[src/rtl/nus_pkg.sv]
package nus_pkg;

  // Strobes from the sequencer to the datapath.
  typedef struct packed {
    logic load;  // capture start values
    logic step;  // perform one midpoint update
  } nusCtl_t;

endpackage

[src/rtl/nus_dpath.sv]
module nus_dpath
  import nus_pkg::*;
#(
  parameter int W  = 24,
  parameter int DW = 16,
  parameter int KW = 8
) (
  input  logic                 clk,
  input  logic                 rstN,
  input  nusCtl_t              ctl,
  input  logic signed [W-1:0]  initDec,
  input  logic signed [W-1:0]  initIncA,
  input  logic signed [W-1:0]  initIncB,
  input  logic [DW-1:0]        initDelay,
  input  logic [KW-1:0]        stepK,
  output logic                 dPos,
  output logic [DW-1:0]        delayOut
);

  localparam int PadW = W - KW;

  logic signed [W-1:0] dReg, aReg, bReg;
  logic signed [W-1:0] c8Reg, c16Reg;
  logic [DW-1:0]       delayReg;
  logic                posReg;

  logic signed [W-1:0] kWide, c8Next, c16Next;
  logic signed [W-1:0] incSel, dNext;
  logic [DW-1:0]       delayDec;

  function automatic logic isPos(input logic signed [W-1:0] v);
    return !v[W-1] && (v != '0);
  endfunction

  // Constants derived once at load time.
  assign kWide   = {{PadW{1'b0}}, stepK};
  assign c8Next  = kWide <<< 3;
  assign c16Next = (kWide <<< 4) - W'(8);

  // The registered flag picks the increment: one mux, then one adder.
  assign incSel = posReg ? bReg : aReg;
  assign dNext  = dReg + incSel;

  assign delayDec = (delayReg == '0) ? delayReg : delayReg - DW'(1);

  always_ff @(posedge clk or negedge rstN) begin
    if (!rstN) begin
      dReg     <= '0;
      aReg     <= '0;
      bReg     <= '0;
      c8Reg    <= '0;
      c16Reg   <= '0;
      delayReg <= '0;
      posReg   <= 1'b0;
    end else if (ctl.load) begin
      dReg     <= initDec;
      aReg     <= initIncA;
      bReg     <= initIncB;
      c8Reg    <= c8Next;
      c16Reg   <= c16Next;
      delayReg <= initDelay;
      posReg   <= isPos(initDec);
    end else if (ctl.step) begin
      dReg   <= dNext;
      posReg <= isPos(dNext);
      if (posReg) begin
        aReg     <= aReg - c8Reg;
        bReg     <= bReg - c16Reg;
        delayReg <= delayDec;
      end else begin
        bReg <= bReg - c8Reg;
      end
    end
  end

  assign dPos     = posReg;
  assign delayOut = delayReg;

endmodule

[src/rtl/nus_ctrl.sv]
module nus_ctrl
  import nus_pkg::*;
#(
  parameter int CW = 8
) (
  input  logic          clk,
  input  logic          rstN,
  input  logic          loadPulse,
  input  logic          startPulse,
  input  logic          tickEn,
  input  logic [CW-1:0] stepCount,
  input  logic          dPos,
  output nusCtl_t       ctl,
  output logic          sampleStrobe,
  output logic          busy
);

  // Pulse shaper: bit 0 drives the line; a step loads {extra, gap, base}.
  localparam int SrW = 3;

  logic          running;
  logic [CW-1:0] remaining;
  logic [SrW-1:0] pulseSr;
  logic          acceptStart, stepGo;

  assign acceptStart = startPulse && !running && (stepCount != '0);
  assign stepGo      = running && tickEn && (pulseSr == '0);

  always_comb begin
    ctl      = '0;
    ctl.load = loadPulse && !running;
    ctl.step = stepGo;
  end

  always_ff @(posedge clk or negedge rstN) begin
    if (!rstN) begin
      running   <= 1'b0;
      remaining <= '0;
      pulseSr   <= '0;
    end else begin
      if (acceptStart) begin
        running   <= 1'b1;
        remaining <= stepCount;
      end else if (stepGo) begin
        remaining <= remaining - CW'(1);
        if (remaining == CW'(1)) running <= 1'b0;
      end

      if (stepGo) pulseSr <= {dPos, 1'b0, 1'b1};
      else        pulseSr <= pulseSr >> 1;
    end
  end

  assign sampleStrobe = pulseSr[0];
  assign busy         = running;

endmodule

[src/rtl/nus_strobe_gen.sv]
module nus_strobe_gen
  import nus_pkg::*;
#(
  parameter int W  = 24,
  parameter int DW = 16,
  parameter int KW = 8,
  parameter int CW = 8
) (
  input  logic                clk,
  input  logic                rstN,
  input  logic                loadPulse,
  input  logic                startPulse,
  input  logic                tickEn,
  input  logic signed [W-1:0] initDec,
  input  logic signed [W-1:0] initIncA,
  input  logic signed [W-1:0] initIncB,
  input  logic [DW-1:0]       initDelay,
  input  logic [KW-1:0]       stepK,
  input  logic [CW-1:0]       stepCount,
  output logic                sampleStrobe,
  output logic [DW-1:0]       delayOut,
  output logic                busy
);

  nusCtl_t ctl;
  logic    dPos;

  nus_ctrl #(.CW(CW)) u_ctrl (
    .clk         (clk),
    .rstN        (rstN),
    .loadPulse   (loadPulse),
    .startPulse  (startPulse),
    .tickEn      (tickEn),
    .stepCount   (stepCount),
    .dPos        (dPos),
    .ctl         (ctl),
    .sampleStrobe(sampleStrobe),
    .busy        (busy)
  );

  nus_dpath #(.W(W), .DW(DW), .KW(KW)) u_dpath (
    .clk      (clk),
    .rstN     (rstN),
    .ctl      (ctl),
    .initDec  (initDec),
    .initIncA (initIncA),
    .initIncB (initIncB),
    .initDelay(initDelay),
    .stepK    (stepK),
    .dPos     (dPos),
    .delayOut (delayOut)
  );

endmodule

[config.mk]
export PLATFORM = sky130hd
export DESIGN_NAME = nus_strobe_gen
export DESIGN_NICKNAME = d
export VERILOG_FILES = /design/src/rtl/nus_pkg.sv /design/src/rtl/nus_dpath.sv /design/src/rtl/nus_ctrl.sv /design/src/rtl/nus_strobe_gen.sv
export SDC_FILE = /design/constraint.sdc
export NUM_CORES = 1
export LEC_CHECK = 0
export BUFFER_PORTS_ARGS = -buffer_cell sky130_fd_sc_hd__buf_2
export CORE_MARGIN = 2
export CORE_UTILIZATION = 50
export CTS_BUF_LIST = sky130_fd_sc_hd__clkbuf_2
export DETAILED_ROUTE_END_ITERATION = 12
export PLACE_DENSITY_LB_ADDON = 0.15
export SYNTH_ARGS = -nofsm -noshare
export SYNTH_HDL_FRONTEND = slang
export SYNTH_HIERARCHICAL = 1
export SYNTH_SLANG_ARGS = --single-unit
[constraint.sdc]
create_clock -name clk -period 4.79 [get_ports clk]
set_clock_uncertainty 0.15 [all_clocks]
set_input_delay 0.2395 -clock clk [delete_from_list [all_inputs] [get_ports clk]]
set_output_delay 0.2395 -clock clk [all_outputs]
set_load 0.03 [all_outputs]
==> flow_metrics.py, run 1 <==
metrics = {
    "status": {
        "status": "finished, final reports clean",
    },
    "sta": {
        "setup_viol": 0,
        "setup-tns-final_ns": 0,
        "timing.fmax_mhz": 230,
        "layout_setup_ws_ns": 0.444,
        "period_share_pct": 90.7,
        "slew_viol_final": 0,
        "period_minus_slack_ns": 4.35,
        "worstMarginPinSlew_ns": 0.839,
        "whs_ns": 0.116,
        "rsz0062_at_grt": "false",
        "max_slew_margin_pct": 44.0,
        "finalHoldViolations": 0,
    },
    "worst_setup_path": {
        "r2r-start": "u_dpath/dPos",
        "crit_cells": 14,
        "path_cells": "buf_4, mux2_2, ha_1, a21oi_1, nand2_1, a21oi_1, a211oi_1, o41a_1, o21a_1, nor2_1, xnor2_1, mux2i_1, o21ai_1, dlygate4sd3_1",
        "worstSetupEndpointType": "flop",
        "worst_ep_arrival_time_ns": 4.84,
        "worst-endpoint-required_ns": 5.28,
        "cp_slowest_cell": "dfrtp_1",
        "max_stage_delay_ns": 0.71,
        "crit_top_cell": "a21oi_1",
        "start_kind": "flop",
        "reg2reg_depth": 14,
        "path_class": "flop to flop",
        "crit_path_start": "u_dpath/dPos",
        "path_delay_family": "compound AO/OA/AOI/OAI gates",
        "critPathMaxFanout": 13,
        "critPathBufInv": 2,
    },
    "worst_hold_path": {
        "hold_depth": 3,
        "hold_start": "initDelay[3]",
        "hold_class": "primary input to flop",
    },
    "logic_synthesis": {
        "syn_area_um2": 8460,
        "yosysSeqAreaShare_pct": 35.2,
        "syn-num-nets": 1145,
        "synth_flop_cell": "dfrtp_1",
        "synth_cell_types": 72,
        "synth-edff-count": 0,
        "yosysWarnings": 6,
        "synthCells": 978,
        "ys_ff_latch": 119,
        "syn_area_per_cell_um2": 8.65,
        "yosys-top-cells-area": "dfrtp_1, ha_1, nand2_1",
        "synth_top_area_share_pct": 35.2,
        "synth_area_leader_cell": "dfrtp_1",
        "postSynth.asyncResetShare_pct": 100,
    },
    "die": {
        "die-area_um2": 18000,
        "die_w_um": 134,
        "core_area_um2": 16600,
        "rows": 47,
        "ios": 127,
        "dieHeight_um": 134,
        "start_util_pct": 51.0,
    },
    "detailed_routing": {
        "drcViolationCount": 0,
        "vias_per_cell": 5.44,
        "drtAntennaViolNets": 0,
        "vias": 7995,
        "drt_iter0_drc": 575,
        "firstDrtPassIters": 6,
        "wl_per_cell_um": 16.1,
        "wirelength_mm": 23.7,
    },
    "clocking": {
        "cts_sinks": 119,
        "cts_tree": "yes",
        "cts_root_buffer": "clkbuf_2",
        "path_clk_slew_ns": 0.19,
        "cts_made_buffers": 17,
        "post_cts_resized": 0,
        "clk_latency_ns": 0.71,
        "clk_path_buf_depth": 2,
        "h-tree-depth": 4,
    },
    "grt": {
        "grt_pass1_wl_mm": 37.9,
        "grt_antenna_before_repair": 1,
        "grt_start_max_net_pins": 90,
        "track_usage_pct": 26.7,
        "grt_overflow": 0,
        "grt_pass1_vias": 7777,
    },
    "pwr": {
        "cellPowerDensity_nw_per_um2": 740,
        "p_leak_nw": 4.77,
        "peakVddDrop_uv": 407,
        "finalPower_mw": 8.09,
    },
    "place": {
        "placed_cell_area_um2": 9300,
        "io_buffers": 126,
        "gp_congestion": 0.933,
        "dp_hpwl_mm": 16.2,
        "dp.cells": 1295,
        "pre_cts_ws_ns": 0.751,
    },
    "run": {
        "maxCapViolCount": 0,
    },
    "final_layout": {
        "area_delta_synth_final_pct": 29.2,
        "instances_no_fill": 1469,
        "drive_above_1_share_pct": 17.4,
        "final_area_um2": 10900,
        "layout.nets": 1402,
        "nFillCells": 1383,
        "fin_util_pct": 65.9,
    },
}
area by class of cell:
type	count	area, um^2	share of cell area (%)
antenna	1	2.50	0.0229
clock buffer	19	95.1	0.870
clock inverter	13	113	1.03
inverter	37	139	1.27
multi-input combinational	783	5190	47.5
sequential	119	2980	27.3
tap	220	275	2.52
timing repair buffer	277	2130	19.5
registers in the layout (all words and copies together) (netlist names):
name,cells
u_dpath/dReg,24
u_ctrl/remaining,8
u_dpath/c16Reg,10
u_dpath/aReg,24
u_dpath/bReg,24
u_ctrl/pulseSr,3
u_ctrl/busy,1
u_dpath/c8Reg,8
u_dpath/delayOut,16
u_dpath/dPos,1
cell usage in the layout (no fill, tap or decap), types with 15 or more instances in the layout:
master,netlist,routed
ha_1,55,55
nand2_1,142,142
mux2_2,31,31
dfrtp_1,119,119
o21ai_1,50,50
dlygate4sd3_1,0,140
nand3_1,15,15
nor2b_1,17,16
inv_1,36,35
mux2i_1,34,34
xor2_1,20,20
nor3_1,25,25
clkbuf_2,1,19
buf_2,1,125
xnor2_1,45,45
o21ai_0,74,74
nor2_1,54,54
a21oi_1,56,56
where the power goes:
part           switching (mW)  internal, mW
Clock                   0.387         0.231
Combinational            2.98          2.47
Sequential              0.510          1.51
timing repair:
action                    4_1_cts  5_1_grt
hold buffers                  141        0
hold endpoints to repair      235        0
setup buffers                   0        0
logic make-up (layout without fill, tap and decap cells):
logic type      count (synthesis)  after routing  share of synthesized area [%]
fa+ha+maj                      58             58                           8.85
other cells                     0              1                              0
mux                            65             65                           8.15
flops                         119            119                           35.2
xor+xnor                       65             65                           6.73
buf+inv                        76            346                           3.45
compound gates                265            265                           19.0
simple gates                  330            330                           18.7
Yosys cell counts, types with 3 or more instances:
cell	instances
a21oi_1	56
nor3_1	25
a31oi_1	5
nor3b_1	5
dfrtp_1	119
clkbuf_1	32
xor2_1	20
or2_2	6
o211ai_1	4
or3_1	6
a21boi_1	4
a211oi_2	3
inv_1	36
mux2i_1	34
nand4_1	6
o31ai_1	4
o21ai_0	74
ha_1	55
and2_1	4
xnor2_1	45
a211oi_1	9
o21ai_1	50
buf_1	4
nor2b_1	17
and3_1	14
fa_1	3
nor4_1	14
nand3_1	15
o21a_1	8
mux2_2	31
nand2b_1	5
nor2_1	54
o21bai_1	5
a21o_1	14
nand2_1	142
or4_1	6
path summary, 6_finish.rpt:
path                                  endpoint  slack (ns)
max                           u_dpath/dReg[21]        0.44
max reg2reg                   u_dpath/dReg[21]        0.44
min                        u_dpath/delayOut[3]        0.12
min in group asynchronous     u_dpath/bReg[18]        0.46
max in group asynchronous      u_dpath/aReg[7]        3.41
min reg2reg                  u_ctrl/pulseSr[1]        0.29
tightest hold or removal path, cell delays in order:
cell           delay [ns]
dlygate4sd3_1        0.53
buf_2                0.10
a21o_1               0.09
layer usage:
metal | global-route usage (%) | up-vias | share of wire (%)
li1 | - | 4012 | -
met1 | 37.8 | 3709 | 47
met2 | 43.1 | 250 | 47
met3 | 4.54 | 24 | 5.5
met4 | 6.02 | 0 | 0.99
met5 | 0 | - | 0
No activity file was read; power rests on OpenSTA's default activity.
==> run 2, diff against run 1 <==
SYNTH_HIERARCHICAL = not set   (was 1)
==> run 2 against run 1 <==
Against the previous run: clock power is 1% higher; via count is 3.2% higher; die area is 0.89% lower; sequential power hardly changed; critical path depth is 2 lower; sequential cell count stayed put; cell count hardly changed; maximum frequency is 3.8% higher; largest cell class unchanged; highest routed layer unchanged.
==> flow_metrics.py, run 2 <==
metrics = {
    "status": {
        "status": "finished, final reports clean",
    },
    "detailed_routing": {
        "firstDrtPassIters": 5,
        "wl_met3_mm": 1.41,
        "drt_iter0_drc": 637,
        "met2_length_mm": 11.9,
        "wirelength_mm": 24.5,
        "wl_per_cell_um": 16.7,
        "route.top_layer_used": "met4",
        "drtAntennaViolNets": 0,
        "wl_met1_mm": 10.8,
        "vias": 8247,
        "vias_per_cell": 5.62,
        "drcViolationCount": 0,
    },
    "final_layout": {
        "layout_common_cells": "nand2_1, dlygate4sd3_1, buf_2, dfrtp_1, o21ai_1",
        "biggestRegsByFlops": "u_dpath.aReg x24, u_dpath.bReg x24, u_dpath.dReg x24",
        "final_common_cell": "nand2_1",
        "drive_above_1_share_pct": 15.8,
        "nFillCells": 1431,
        "seqCellArea_um2": 2980,
        "area_delta_synth_final_pct": 28.3,
        "multi_input_area_um2": 5110,
        "layout.nets": 1403,
    },
    "sta": {
        "period_minus_slack_ns": 4.19,
        "setup_viol": 0,
        "whs_ns": 0.0718,
        "max_slew_margin_pct": 29.7,
        "setup-tns-final_ns": 0,
        "timing.fmax_mhz": 239,
        "period_share_pct": 87.4,
        "rsz0062_at_grt": "false",
        "slew_viol_final": 0,
        "worstMarginPinSlew_ns": 1.04,
        "finalHoldViolations": 0,
    },
    "logic_synthesis": {
        "syn-num-nets": 1159,
        "synth_cell_types": 67,
        "postSynth.asyncResetShare_pct": 100,
        "synthCells": 992,
        "syn_area_um2": 8380,
        "ys_ff_latch": 119,
        "synth_top_area_share_pct": 35.5,
        "yosys-top-cells-area": "dfrtp_1, ha_1, nand2_1",
        "synthTopCellsByCount": "nand2_1, dfrtp_1, o21ai_1",
        "synth_area_leader_cell": "dfrtp_1",
        "synth.most_common_cell": "nand2_1",
        "yosysWarnings": 0,
        "yosysSeqAreaShare_pct": 35.5,
        "synth_flop_cell": "dfrtp_1",
        "synth-edff-count": 0,
        "syn_area_per_cell_um2": 8.45,
    },
    "die": {
        "ios": 127,
        "die_w_um": 133,
        "dieHeight_um": 133,
        "core_area_um2": 16500,
        "die-area_um2": 17800,
        "start_util_pct": 50.9,
        "rows": 47,
    },
    "grt": {
        "track_usage_pct": 27.9,
        "grt_antenna_before_repair": 1,
        "grt_start_max_net_pins": 76,
        "grt_pass1_vias": 7788,
        "grt_pass1_wl_mm": 39.6,
        "grt_overflow": 0,
    },
    "place": {
        "dp_hpwl_mm": 17.0,
        "gp_congestion": 0.948,
        "io_buffers": 126,
    },
    "worst_hold_path": {
        "hold_class": "primary input to flop",
        "hold_depth": 4,
    },
    "worst_setup_path": {
        "crit_end": "u_dpath.dPos",
        "reg2reg_depth": 12,
        "worstSetupEndpointType": "flop",
        "cp_slowest_cell": "dfrtp_1",
        "regToRegEndpoint": "u_dpath.dPos",
        "worst_ep_arrival_time_ns": 4.64,
        "start_kind": "flop",
        "critPathMaxFanout": 18,
        "r2r-start": "u_dpath.dPos",
        "max_stage_delay_ns": 0.69,
        "path_cells": "buf_4, mux2_2, ha_1, a211oi_1, nand2_1, a2111o_1, and2_1, a311o_1, a21o_1, xnor2_1, nor4b_1, a31oi_1",
        "worst-endpoint-required_ns": 5.24,
        "worst-r2r-setup-slack_ns": 0.60,
        "path_class": "flop to flop",
        "crit_path_start": "u_dpath.dPos",
    },
    "clocking": {
        "cts_tree": "yes",
        "clk_path_buf_depth": 2,
        "h-tree-depth": 4,
        "cts_root_buffer": "clkbuf_2",
        "path_clk_slew_ns": 0.18,
        "clk_latency_ns": 0.71,
        "postCtsSetupBuffers": 0,
        "cts_made_buffers": 17,
        "cts_sinks": 119,
        "post_cts_resized": 0,
    },
    "pwr": {
        "p_leak_nw": 4.88,
        "peakVddDrop_uv": 392,
        "cellPowerDensity_nw_per_um2": 774,
    },
    "run": {
        "maxCapViolCount": 0,
    },
}
run 2: changes by cell type after synthesis, moves of 13 or more:
cell	before	now
xor2_1	20	33
nor2_1	54	71
nand2_1	142	161
o21ai_1	50	87
a22oi_1	1	31
o21ai_0	74	16
mux2i_1	34	11
run 2: kinds of logic after synthesis:
kind of cell,synth area share [%]
mux,4.14
simple gates,20.5
flops,35.5
xor+xnor,7.00
buf+inv,3.76
compound gates,20.1
fa+ha+maj,8.93
run 2: what timing repair did:
action,CTS,global route
endpoints found under the setup margin,0,0
hold buffers,129,0
endpoints found under the hold margin,170,0
run 2: through the flow:
stage,utilization [%],worst slack [ns],power [mW],cell area (um^2),cells
2_1_floorplan,-,0.780,6.14,8380,992
3_3_place_gp,56.1,0.705,7.34,9240,1308
3_5_place_dp,56.1,0.692,7.40,9240,1308
4_1_cts,65.3,0.643,8.25,10700,1467
5_1_grt,65.3,0.310,9.08,10800,1468
6_report,65.3,0.604,8.32,10800,1468
run 2: worst min-delay path by stage:
stage          slack (ns)                 to         from
5_1_grt              0.06  u_dpath.c16Reg[3]    loadPulse
3_5_place_dp         0.21   u_dpath.dReg[21]         rstN
4_1_cts              0.05    u_dpath.aReg[0]  initIncA[0]
3_3_place_gp         0.22   u_dpath.dReg[21]         rstN
2_1_floorplan       -0.21        u_ctrl.busy         rstN
6_report             0.07  u_dpath.c16Reg[3]    loadPulse
run 2: layout make-up:
cell class / count / area share, %
sequential: 119 / 27.7
inverter: 43 / 1.50
antenna: 1 / 0.0233
clock buffer: 18 / 0.838
timing repair buffer: 266 / 18.8
tap: 220 / 2.56
clock inverter: 12 / 1.05
multi-input combinational: 789 / 47.5
run 2: where the power goes:
part | leakage, nW | internal, mW | switching [mW] | total (mW)
clock network | 0.132 | 0.226 | 0.400 | 0.626
registers | 1.46 | 1.51 | 0.491 | 2.00
logic | 3.29 | 2.49 | 3.21 | 5.70
total | 4.88 | 4.22 | 4.10 | 8.32
run 2: worst max-delay path, delay by kind of cell, from the launching register on:
kind / cells / cell delay [ns]
muxes: 1 / 0.37
DFF: 1 / 0.69
AOI/OAI and AO/OA: 5 / 1.38
buffers and inverters: 1 / 0.36
adders and majority gates: 1 / 0.34
and+or+nand+nor: 3 / 0.59
xor gates and xnor gates: 1 / 0.18
run 2: metal layers:
metal	GRT usage, %	up-vias
met5	0	-
met2	46.3	260
li1	-	4055
met4	7.57	0
met1	37.9	3904
met3	4.79	28
==> run 3, diff against run 2 <==
CORE_UTILIZATION = 60   (was 50)
==> run 3 against run 2 <==
Against the previous run: the flow now finishes with violations (negative hold slack); sequential power is essentially flat; count of clock-buffer cells in the layout shrank 1; worst hold slack lost 0.075 ns; critical endpoint is now u_dpath.bReg[19]; largest power group unchanged; non-clock buffer count grew 25; cell count shrank 0.89%; critical path depth is the same; final area grew 2.1%; largest cell class unchanged; critical path type unchanged; maximum frequency shrank 6.7%; first-iteration DRC count grew 35%; die area shrank 16%; register-to-register slack lost 0.30 ns; combinational power grew 4.0%.
==> flow_metrics.py, run 3 (same netlist as run 2, synthesis figures left out) <==
metrics = {
    "status": {
        "status": "finished with violations",
        "violations": "negative hold slack",
    },
    "clocking": {
        "cts_sinks": 119,
        "clk_path_buf_depth": 2,
        "cts_made_buffers": 17,
        "path_clk_slew_ns": 0.20,
        "cts_root_buffer": "clkbuf_2",
        "h-tree-depth": 4,
        "cts_tree": "yes",
        "clk_latency_ns": 0.74,
    },
    "die": {
        "die-area_um2": 14900,
        "ios": 127,
        "die_w_um": 122,
        "core_area_um2": 13800,
        "rows": 43,
        "start_util_pct": 60.8,
        "dieHeight_um": 122,
    },
    "sta": {
        "period_minus_slack_ns": 4.49,
        "setup-tns-final_ns": 0,
        "worstMarginPinSlew_ns": 1.16,
        "whs_ns": -0.00281,
        "setup_viol": 0,
        "period_share_pct": 93.7,
        "slew_viol_final": 0,
        "rsz0062_at_grt": "false",
        "max_slew_margin_pct": 22.7,
        "finalHoldViolations": 3,
        "layout_setup_ws_ns": 0.303,
        "timing.fmax_mhz": 223,
    },
    "detailed_routing": {
        "drcViolationCount": 0,
        "wl_per_cell_um": 17.9,
        "vias_per_cell": 5.97,
        "firstDrtPassIters": 5,
        "drt_iter0_drc": 859,
        "drtAntennaViolNets": 0,
        "wirelength_mm": 26.1,
        "vias": 8693,
    },
    "final_layout": {
        "instances_no_fill": 1455,
        "layout_common_cells": "nand2_1, dlygate4sd3_1, buf_2, dfrtp_1, o21ai_1",
        "final_common_cell": "nand2_1",
        "biggestRegsByFlops": "u_dpath.aReg x24, u_dpath.bReg x24, u_dpath.dReg x24",
        "layout.nets": 1428,
        "area_delta_synth_final_pct": 31.0,
        "nFillCells": 934,
        "fin_util_pct": 79.7,
        "drive_above_1_share_pct": 15.5,
        "final_area_um2": 11000,
    },
    "grt": {
        "grt_start_max_net_pins": 72,
        "grt_pass1_vias": 8539,
        "busiest_layer": "met2",
        "track_usage_pct": 35.9,
        "grtUsageMet3_pct": 7.07,
        "grt_antenna_before_repair": 1,
        "use_met1_pct": 45.0,
        "grt_overflow": 0,
        "grt_use_met2_pct": 60.6,
        "grt_pass1_wl_mm": 41.7,
    },
    "worst_setup_path": {
        "worst-endpoint-required_ns": 5.33,
        "regToRegEndpoint": "u_dpath.bReg[19]",
        "start_kind": "flop",
        "r2r-start": "u_dpath.dPos",
        "max_stage_delay_ns": 0.62,
        "path_cells": "buf_4, nand2_1, ha_1, a21o_1, a21o_1, a21oi_1, a311oi_1, o41ai_1, xnor2_1, nand2_1, a21oi_1, dlygate4sd3_1",
        "reg2reg_depth": 12,
        "worst-r2r-setup-slack_ns": 0.30,
        "path_class": "flop to flop",
        "worst_ep_arrival_time_ns": 5.03,
        "worstSetupEndpointType": "flop",
        "critPathMaxFanout": 25,
        "cp_slowest_cell": "dfrtp_2",
    },
    "place": {
        "gp_congestion": 0.978,
        "placed_cell_area_um2": 9170,
        "dp.cells": 1266,
        "pre_cts_ws_ns": 0.573,
        "dp_hpwl_mm": 16.1,
        "io_buffers": 126,
    },
    "worst_hold_path": {
        "hold_class": "primary input to async pin",
    },
    "run": {
        "maxCapViolCount": 0,
    },
    "pwr": {
        "peakVddDrop_uv": 412,
        "p_leak_nw": 4.96,
        "cellPowerDensity_nw_per_um2": 786,
    },
}
run 3: metrics by stage:
| stage | hold WS [ns] | power, mW |
|---|---|---|
| 3_3_place_gp | 0.278 | 7.28 |
| 3_5_place_dp | 0.283 | 7.36 |
| 6_report | -0.00281 | 8.63 |
| 2_1_floorplan | -0.206 | 6.14 |
| 5_1_grt | 0.0205 | 9.36 |
| 4_1_cts | 0.0145 | 8.43 |
run 3: routing by layer:
| layer | up-vias | wire length, um |
|---|---|---|
| li1 | 4113 | - |
| met1 | 4144 | 10800 |
| met2 | 350 | 12800 |
| met3 | 86 | 1520 |
| met4 | 0 | 973 |
| met5 | - | 0 |
run 3: worst max-delay path by stage:
stage | start | to | slack (ns)
after floorplan | u_dpath.dPos | u_dpath.dPos | 0.78
after global placement | u_dpath.dPos | u_dpath.bReg[23] | 0.67
after detailed placement | u_dpath.dPos | u_dpath.bReg[23] | 0.57
after CTS | u_dpath.dPos | u_dpath.bReg[19] | 0.28
after global routing | u_dpath.dPos | u_dpath.bReg[19] | 0.04
final | u_dpath.dPos | u_dpath.bReg[19] | 0.30
run 3: timing repair:
action	4_1_cts	5_1_grt
endpoints found under the hold margin	185	0
hold buffers	156	0
setup endpoints to repair	0	1
buffers inserted	0	0
resized for setup	0	1
run 3: layout make-up:
| cell class | instances | area, um^2 | area share, % |
|---|---|---|---|
| well taps | 180 | 225 | 2.05 |
| multi-input cells | 789 | 5110 | 46.5 |
| repair buffers | 291 | 2260 | 20.6 |
| diodes | 1 | 2.50 | 0.0228 |
| clock inverters | 15 | 153 | 1.39 |
| inverters | 43 | 161 | 1.47 |
| clock buffers | 17 | 85.1 | 0.775 |
| flip-flops and latches | 119 | 2980 | 27.1 |
run 3: report_power, final:
part           total (mW)  switching (mW)  leakage [nW]  internal, mW
logic                5.93            3.29          3.37          2.64
registers            2.02           0.513          1.46          1.51
clock network       0.681           0.441         0.136         0.240
total                8.63            4.25          4.96          4.38
run 3: critical path: cells and delay by family (launching register included):
family,cells,cell delay (ns)
XOR/XNOR,1,0.19
buffers and inverters,2,1.00
AO/OA/AOI/OAI,6,1.49
flip-flops,1,0.62
adder cells (fa/ha/maj),1,0.49
AND/OR/NAND/NOR,2,0.49
